<file path="config.mk">
export PLATFORM = sky130hd
export DESIGN_NAME = boot_sequencer
export DESIGN_NICKNAME = d
export VERILOG_FILES = /design/src/rtl/boot_seq_pkg.sv /design/src/rtl/boot_rst_sync.sv /design/src/rtl/boot_seq_ctrl.sv /design/src/rtl/boot_seq_dp.sv /design/src/rtl/boot_sequencer.sv
export SDC_FILE = /design/constraint.sdc
export NUM_CORES = 1
export LEC_CHECK = 0
export BUFFER_PORTS_ARGS = -buffer_cell sky130_fd_sc_hd__buf_2
export CORE_ASPECT_RATIO = 1.2
export CORE_MARGIN = 2
export CORE_UTILIZATION = 52
export DETAILED_ROUTE_END_ITERATION = 16
export GPL_TIMING_DRIVEN = 0
export PLACE_DENSITY = 0.74
export SYNTH_ARGS = -nofsm -noshare
export SYNTH_HDL_FRONTEND = slang
export SYNTH_SLANG_ARGS = --single-unit
</file>
<file path="constraint.sdc">
create_clock -name clk -period 1.3 [get_ports clk]
set_clock_uncertainty 0.05 [all_clocks]
set_input_delay 0.13 -clock clk [delete_from_list [all_inputs] [get_ports clk]]
set_output_delay 0.13 -clock clk [all_outputs]
set_load 0.02 [all_outputs]
</file>
<file path="src/rtl/boot_seq_pkg.sv">
package boot_seq_pkg;
  localparam int NUM_STAGES = 4;
  localparam int STG_HP_L   = 0;
  localparam int STG_HP_R   = 1;
  localparam int STG_SPK_P  = 2;
  localparam int STG_SPK_M  = 3;

  typedef enum logic [0:0] {ST_INIT, ST_RUN} seqState_t;

  typedef struct packed {
    logic restart;
    logic run;
  } seqStrobe_t;
endpackage

</file>
<file path="src/rtl/boot_rst_sync.sv">
module boot_rst_sync #(
  parameter int STAGES = 2
) (
  input  logic clk,
  input  logic pinN,
  output logic rstN
);
  logic [STAGES-1:0] syncQ;

  always_ff @(posedge clk or negedge pinN) begin
    if (!pinN) syncQ <= '0;
    else       syncQ <= {syncQ[STAGES-2:0], 1'b1};
  end

  assign rstN = syncQ[STAGES-1];
endmodule

</file>
<file path="src/rtl/boot_seq_ctrl.sv">
module boot_seq_ctrl
  import boot_seq_pkg::*;
#(
  parameter int INIT_CYCLES = 24000
) (
  input  logic       clk,
  input  logic       rstN,
  input  logic       softRst,
  output seqStrobe_t strobe
);
  localparam int CW = $clog2(INIT_CYCLES + 1);
  localparam logic [CW-1:0] LAST = CW'(INIT_CYCLES - 1);

  seqState_t state;
  logic [CW-1:0] initCnt;

  always_ff @(posedge clk or negedge rstN) begin
    if (!rstN) begin
      state   <= ST_INIT;
      initCnt <= '0;
    end else if (softRst) begin
      state   <= ST_INIT;
      initCnt <= '0;
    end else if (state == ST_INIT) begin
      if (initCnt == LAST) begin
        state   <= ST_RUN;
        initCnt <= '0;
      end else begin
        initCnt <= initCnt + 1'b1;
      end
    end
  end

  always_comb begin
    strobe.restart = softRst;
    strobe.run     = (state == ST_RUN);
  end
endmodule

</file>
<file path="src/rtl/boot_seq_dp.sv">
module boot_seq_dp
  import boot_seq_pkg::*;
#(
  parameter int SETTLE_CYCLES = 240000,
  parameter int STAGES        = NUM_STAGES
) (
  input  logic              clk,
  input  logic              rstN,
  input  seqStrobe_t        strobe,
  input  logic              pllEnable,
  input  logic              coefReq,
  input  logic              pwrUpReq,
  input  logic [STAGES-1:0] ocFlag,
  input  logic [STAGES-1:0] stageClr,
  output logic              clocksValid,
  output logic              coefGrant,
  output logic              pwrUpGrant,
  output logic [STAGES-1:0] stageEn
);
  localparam int SW = $clog2(SETTLE_CYCLES + 1);
  localparam logic [SW-1:0] SLAST = SW'(SETTLE_CYCLES - 1);

  logic [SW-1:0] settleCnt;
  logic          settled;
  logic [STAGES-1:0] ocLatch;

  always_ff @(posedge clk or negedge rstN) begin
    if (!rstN) begin
      settleCnt <= '0;
      settled   <= 1'b0;
    end else if (strobe.restart || !pllEnable) begin
      settleCnt <= '0;
      settled   <= 1'b0;
    end else if (strobe.run && !settled) begin
      if (settleCnt == SLAST) settled <= 1'b1;
      else                    settleCnt <= settleCnt + 1'b1;
    end
  end

  for (genvar g = 0; g < STAGES; g++) begin : g_stage
    always_ff @(posedge clk or negedge rstN) begin
      if (!rstN)               ocLatch[g] <= 1'b0;
      else if (strobe.restart) ocLatch[g] <= 1'b0;
      else                     ocLatch[g] <= ocFlag[g] | (ocLatch[g] & ~stageClr[g]);
    end
    assign stageEn[g] = strobe.run & ~ocLatch[g];
  end

  assign clocksValid = settled & pllEnable;
  assign coefGrant   = coefReq & strobe.run;
  assign pwrUpGrant  = pwrUpReq & strobe.run;
endmodule

</file>
<file path="src/rtl/boot_sequencer.sv">
module boot_sequencer
  import boot_seq_pkg::*;
#(
  parameter int INIT_CYCLES   = 24000,
  parameter int SETTLE_CYCLES = 240000
) (
  input  logic       clk,
  input  logic       rstPinN,
  input  logic       softRst,
  input  logic       pllEnable,
  input  logic       coefReq,
  input  logic       pwrUpReq,
  input  logic [3:0] ocFlag,
  input  logic       hpLeftClr,
  input  logic       hpRightClr,
  input  logic       spkClr,
  output logic       ready,
  output logic       clocksValid,
  output logic       coefGrant,
  output logic       pwrUpGrant,
  output logic [3:0] stageEn
);
  logic sysRstN;
  seqStrobe_t strobe;
  logic [NUM_STAGES-1:0] stageClr;

  always_comb begin
    stageClr            = '0;
    stageClr[STG_HP_L]  = hpLeftClr;
    stageClr[STG_HP_R]  = hpRightClr;
    stageClr[STG_SPK_P] = spkClr;
    stageClr[STG_SPK_M] = spkClr;
  end

  boot_rst_sync #(.STAGES(2)) u_sync (
    .clk  (clk),
    .pinN (rstPinN),
    .rstN (sysRstN)
  );

  boot_seq_ctrl #(.INIT_CYCLES(INIT_CYCLES)) u_ctrl (
    .clk     (clk),
    .rstN    (sysRstN),
    .softRst (softRst),
    .strobe  (strobe)
  );

  boot_seq_dp #(.SETTLE_CYCLES(SETTLE_CYCLES), .STAGES(NUM_STAGES)) u_dp (
    .clk         (clk),
    .rstN        (sysRstN),
    .strobe      (strobe),
    .pllEnable   (pllEnable),
    .coefReq     (coefReq),
    .pwrUpReq    (pwrUpReq),
    .ocFlag      (ocFlag),
    .stageClr    (stageClr),
    .clocksValid (clocksValid),
    .coefGrant   (coefGrant),
    .pwrUpGrant  (pwrUpGrant),
    .stageEn     (stageEn)
  );

  assign ready = strobe.run;
endmodule

</file>
==> results by group <==
Logic synthesis
  – Post-synthesis mux area share: 0.00469
  – Syn_nets: ~240
  – Mean Syn Cell Area: between 9 and 10 um2
  – Most frequent cell after synthesis: dfrtp_1
  – Yosys top cell by area: dfrtp_1
  – Post-synthesis xor/xnor area fraction: 0.0451
  – Number of synthesized flops with an enable pin: 0
  – Top cells by count, synth: 41 x dfrtp_1, 24 x nand3_1, 23 x nor2_1
  – Adder-cell share of the synthesized area: 0.0117
  – Yosys warnings: 0
  – Main flop type after synthesis: dfrtp_1
  – Synth cell types: 42
  – Flops & latches, synth: 41
  – Post-synthesis compound-gate area fraction: 0.121
  – Post-Syn Area: between 0.002 and 0.0025 mm2
  – Synth top area share: 0.481
  – Simple-gate share of the synthesized area: 0.308
  – Synth top area cells: dfrtp_1 48%, nand3_1 5.6%, xor2_1 4.1%
  – Post-synth ARST share: 1.00
  – Cells after Synth: about 230
  – Sequential area share after synthesis: 0.481
  – Largest family of logic cells by synthesized area: simple AND/OR/NAND/NOR gates

Power and ir drop
  – Switching share of total power: 0.265
  – Sw Pwr: approximately 640 uW
  – Worst vdd ir: just under 600 uV
  – Internal Power: roughly 1.8 mW
  – Total design power: about 2.4 mW
  – Clock Power Share: 0.344
  – Leak Pwr: between 1 and 1.5 nW
  – Cell area power density: around 790 mW/mm2
  – Comb pwr share: 0.078
  – Sequential share of power: 0.579

Global routing
  – Initial antenna violation count: 0
  – Largest net degree at the start of global routing: 40
  – First-pass GRT wire length: a little over 9 mm
  – GRT Util Overall: 0.258
  – Vias in the first global route: about 2000
  – Gr ovfl total: 0

Placed design
  – Post-detail-place hpwl: 3.17 mm
  – GP Congestion: roughly 0.87
  – PortBufs: 20

Floorplan
  – Placeable Area: 0.00394 mm2
  – Die Ht: between 70 and 80 um
  – # IOs: 21
  – FP Rows: 25
  – Initial Utilization: 0.542
  – Die width: 62.5 um
  – Die area: between 0.004 and 0.005 mm2

Timing
  – RSZ-0062 raised after global routing: true
  – Setup violations, final: 41
  – Least-Margin Pin Slew: slightly below 900 ps
  – Final worst slack: -686 ps
  – Max Fclk: 504 MHz
  – Post-layout min period: just under 2000 ps
  – Pins Over Slew Limit: 0
  – Period utilization: 1.53
  – Total Neg Setup Slack: -15520 ps
  – Worst slew margin: 0.414
  – Final hold violations: 0

Worst setup path
  – CP Capture Type: flip-flop
  – WP buf/inv: 1
  – Worst path cell trace: or4b_4 -> nor4_4 -> nor3_4 -> buf_6 -> a22o_1
  – CP Launch Type: flip-flop
  – CP Data Required Time: around 1400 ps
  – Critical path fanouts, max: 6
  – Arrival time at the worst endpoint: 2130 ps
  – Cell family with most CP delay: simple AND/OR/NAND/NOR gates
  – WS Path Type: flip-flop to flip-flop
  – Critical path's slowest cell: or4b_4
  – Worst stage delay on the critical path: around 570 ps

CTS
  – Worst-skew pair later-pin latency: around 310 ps
  – Clock tree buffer depth: 2
  – CTS tree: yes
  – Clock-pin slew on the worst setup and hold paths: 90 ps
  – H-tree levels: 2
  – TritonCTS buffer count: 5
  – Number of clock sinks: just over 40
  – Clk root buf: clkbuf_8

Finish
  – NumNets Final: between 300 and 400
  – Multi-input gate area: about 0.0014 mm2
  – Layout cells sized above 1: 0.448
  – Fin util: 0.775
  – Sequential Area: between 0.001 and 0.0015 mm2
  – # fillers: between 200 and 300
  – Area Growth Syn to Fin: 43.1%
  – ANT cells: 0

Drt
  – Post-Route WL: roughly 6.4 mm
  – DRC violation count after routing: 0
  – Drt wl/cell: roughly 19 um
  – Initial DRC Count: approximately 150
  – Post-DRT Antenna Nets: 0
  – Total number of vias: around 2100
  – Vias per cell: between 6 and 7
  – 1st-pass router iterations: 4

Min path
  – Min-delay worst type: input pin to flip-flop

Job
  – Max-cap viol count: 0

Status
  – Failing checks: negative setup slack
  – Outcome: finished with violations
[worst reg2reg max path, delay by kind of cell (launching register included)]
family | cells | cell delay [ps]
and+or+nand+nor | 3 | 1030
DFF | 1 | 410
buffers and inverters | 1 | 170
AOI/OAI and AO/OA | 1 | 210
[power by group through the flow]
| stage | clock (mW) | combinational [mW] | sequential (mW) |
|---|---|---|---|
| 2_1_floorplan | 0 | 0.0809 | 1.39 |
| 3_3_place_gp | 0 | 0.116 | 1.41 |
| 3_5_place_dp | 0 | 0.122 | 1.41 |
| 4_1_cts | 0.837 | 0.170 | 1.39 |
| 5_1_grt | 0.885 | 0.204 | 1.41 |
| 6_report | 0.831 | 0.188 | 1.40 |
[kinds of logic (layout without fill, tap and decap cells)]
group | count (synthesis) | after routing
AOI/OAI and AO/OA | 40 | 41
adders and majority gates | 2 | 2
and+or+nand+nor | 118 | 119
other | 1 | 1
DFF | 41 | 41
buffers and inverters | 13 | 72
muxes | 1 | 1
xor gates and xnor gates | 11 | 11
[metal layers]
| layer | track usage | vias to the layer above | routed length, um |
|---|---|---|---|
| met2 | 0.473 | 85 | 3490 |
| met1 | 0.297 | 1024 | 2420 |
| met5 | 0 | - | 0 |
| met4 | 0.111 | 0 | 257 |
| li1 | - | 937 | - |
| met3 | 0.0514 | 25 | 258 |
[state kept, by name (all words and copies together), names as in the netlist]
signal / cells
u_sync.syncQ: 2
u_dp.settled: 1
u_dp.settleCnt: 18
u_dp.ocLatch: 4
u_ctrl.state: 1
u_ctrl.initCnt: 15
[cell usage in the layout, fill, tap and decap left out, drive strengths merged, types with 6 or more instances in the layout]
cell type  Yosys  final
a21oi         12     12
a31oi          9      9
buf            3     55
clkbuf         5      7
dfrtp         41     41
nand2         21     21
nand3         24     24
nor2          23     23
nor2b          7      7
nor3           5      6
o21ai          9     10
xor2          10     10
[path summary, 6_finish.rpt]
kind | start | to | slack, ps | depth (start not counted)
setup / recovery | u_ctrl.initCnt[6]$_DFFE_PN0P_ | u_ctrl.initCnt[1]$_DFFE_PN0P_ | -690 | 5
hold / removal | ocFlag[2] | u_dp.ocLatch[2]$_DFF_PN0_ | 10 | 3
setup reg to reg | u_ctrl.initCnt[6]$_DFFE_PN0P_ | u_ctrl.initCnt[1]$_DFFE_PN0P_ | -690 | 5
hold reg to reg | u_sync.syncQ[0]$_DFF_PN0_ | u_sync.syncQ[1]$_DFF_PN0_ | 310 | 0
max in group asynchronous | u_sync.syncQ[1]$_DFF_PN0_ | u_dp.settleCnt[8]$_DFFE_PN0P_ | 260 | 0
min in group asynchronous | rstPinN | u_sync.syncQ[1]$_DFF_PN0_ | 90 | 2
[area by class of cell]
cell class | instances | share of cell area
multi-input combinational | 175 | 0.453
sequential | 41 | 0.338
timing repair buffer | 54 | 0.141
clock buffer | 6 | 0.0238
tap | 54 | 0.0221
buffer | 5 | 0.0127
inverter | 5 | 0.00615
clock inverter | 2 | 0.00328
[through the flow]
step                hold WS [ps]  worst slack (ps)  area (um2)  instances
finish                      9.87              -686        3050        342
global placement            -136              -591        2380        301
global route                39.0              -753        3050        342
detailed placement          -134              -619        2380        301
CTS                         15.1              -583        2840        336
floorplan                   -216              -468        2210        227
[repair_timing]
item                                    4_1_cts  5_1_grt
resized for setup                            43       45
setup buffers                                23        7
hold buffers                                  3        0
pin swaps                                    24       13
cloned                                        4        0
endpoints found under the setup margin       41       41
endpoints found under the hold margin         4        0
(Power assumes the default switching activity.)
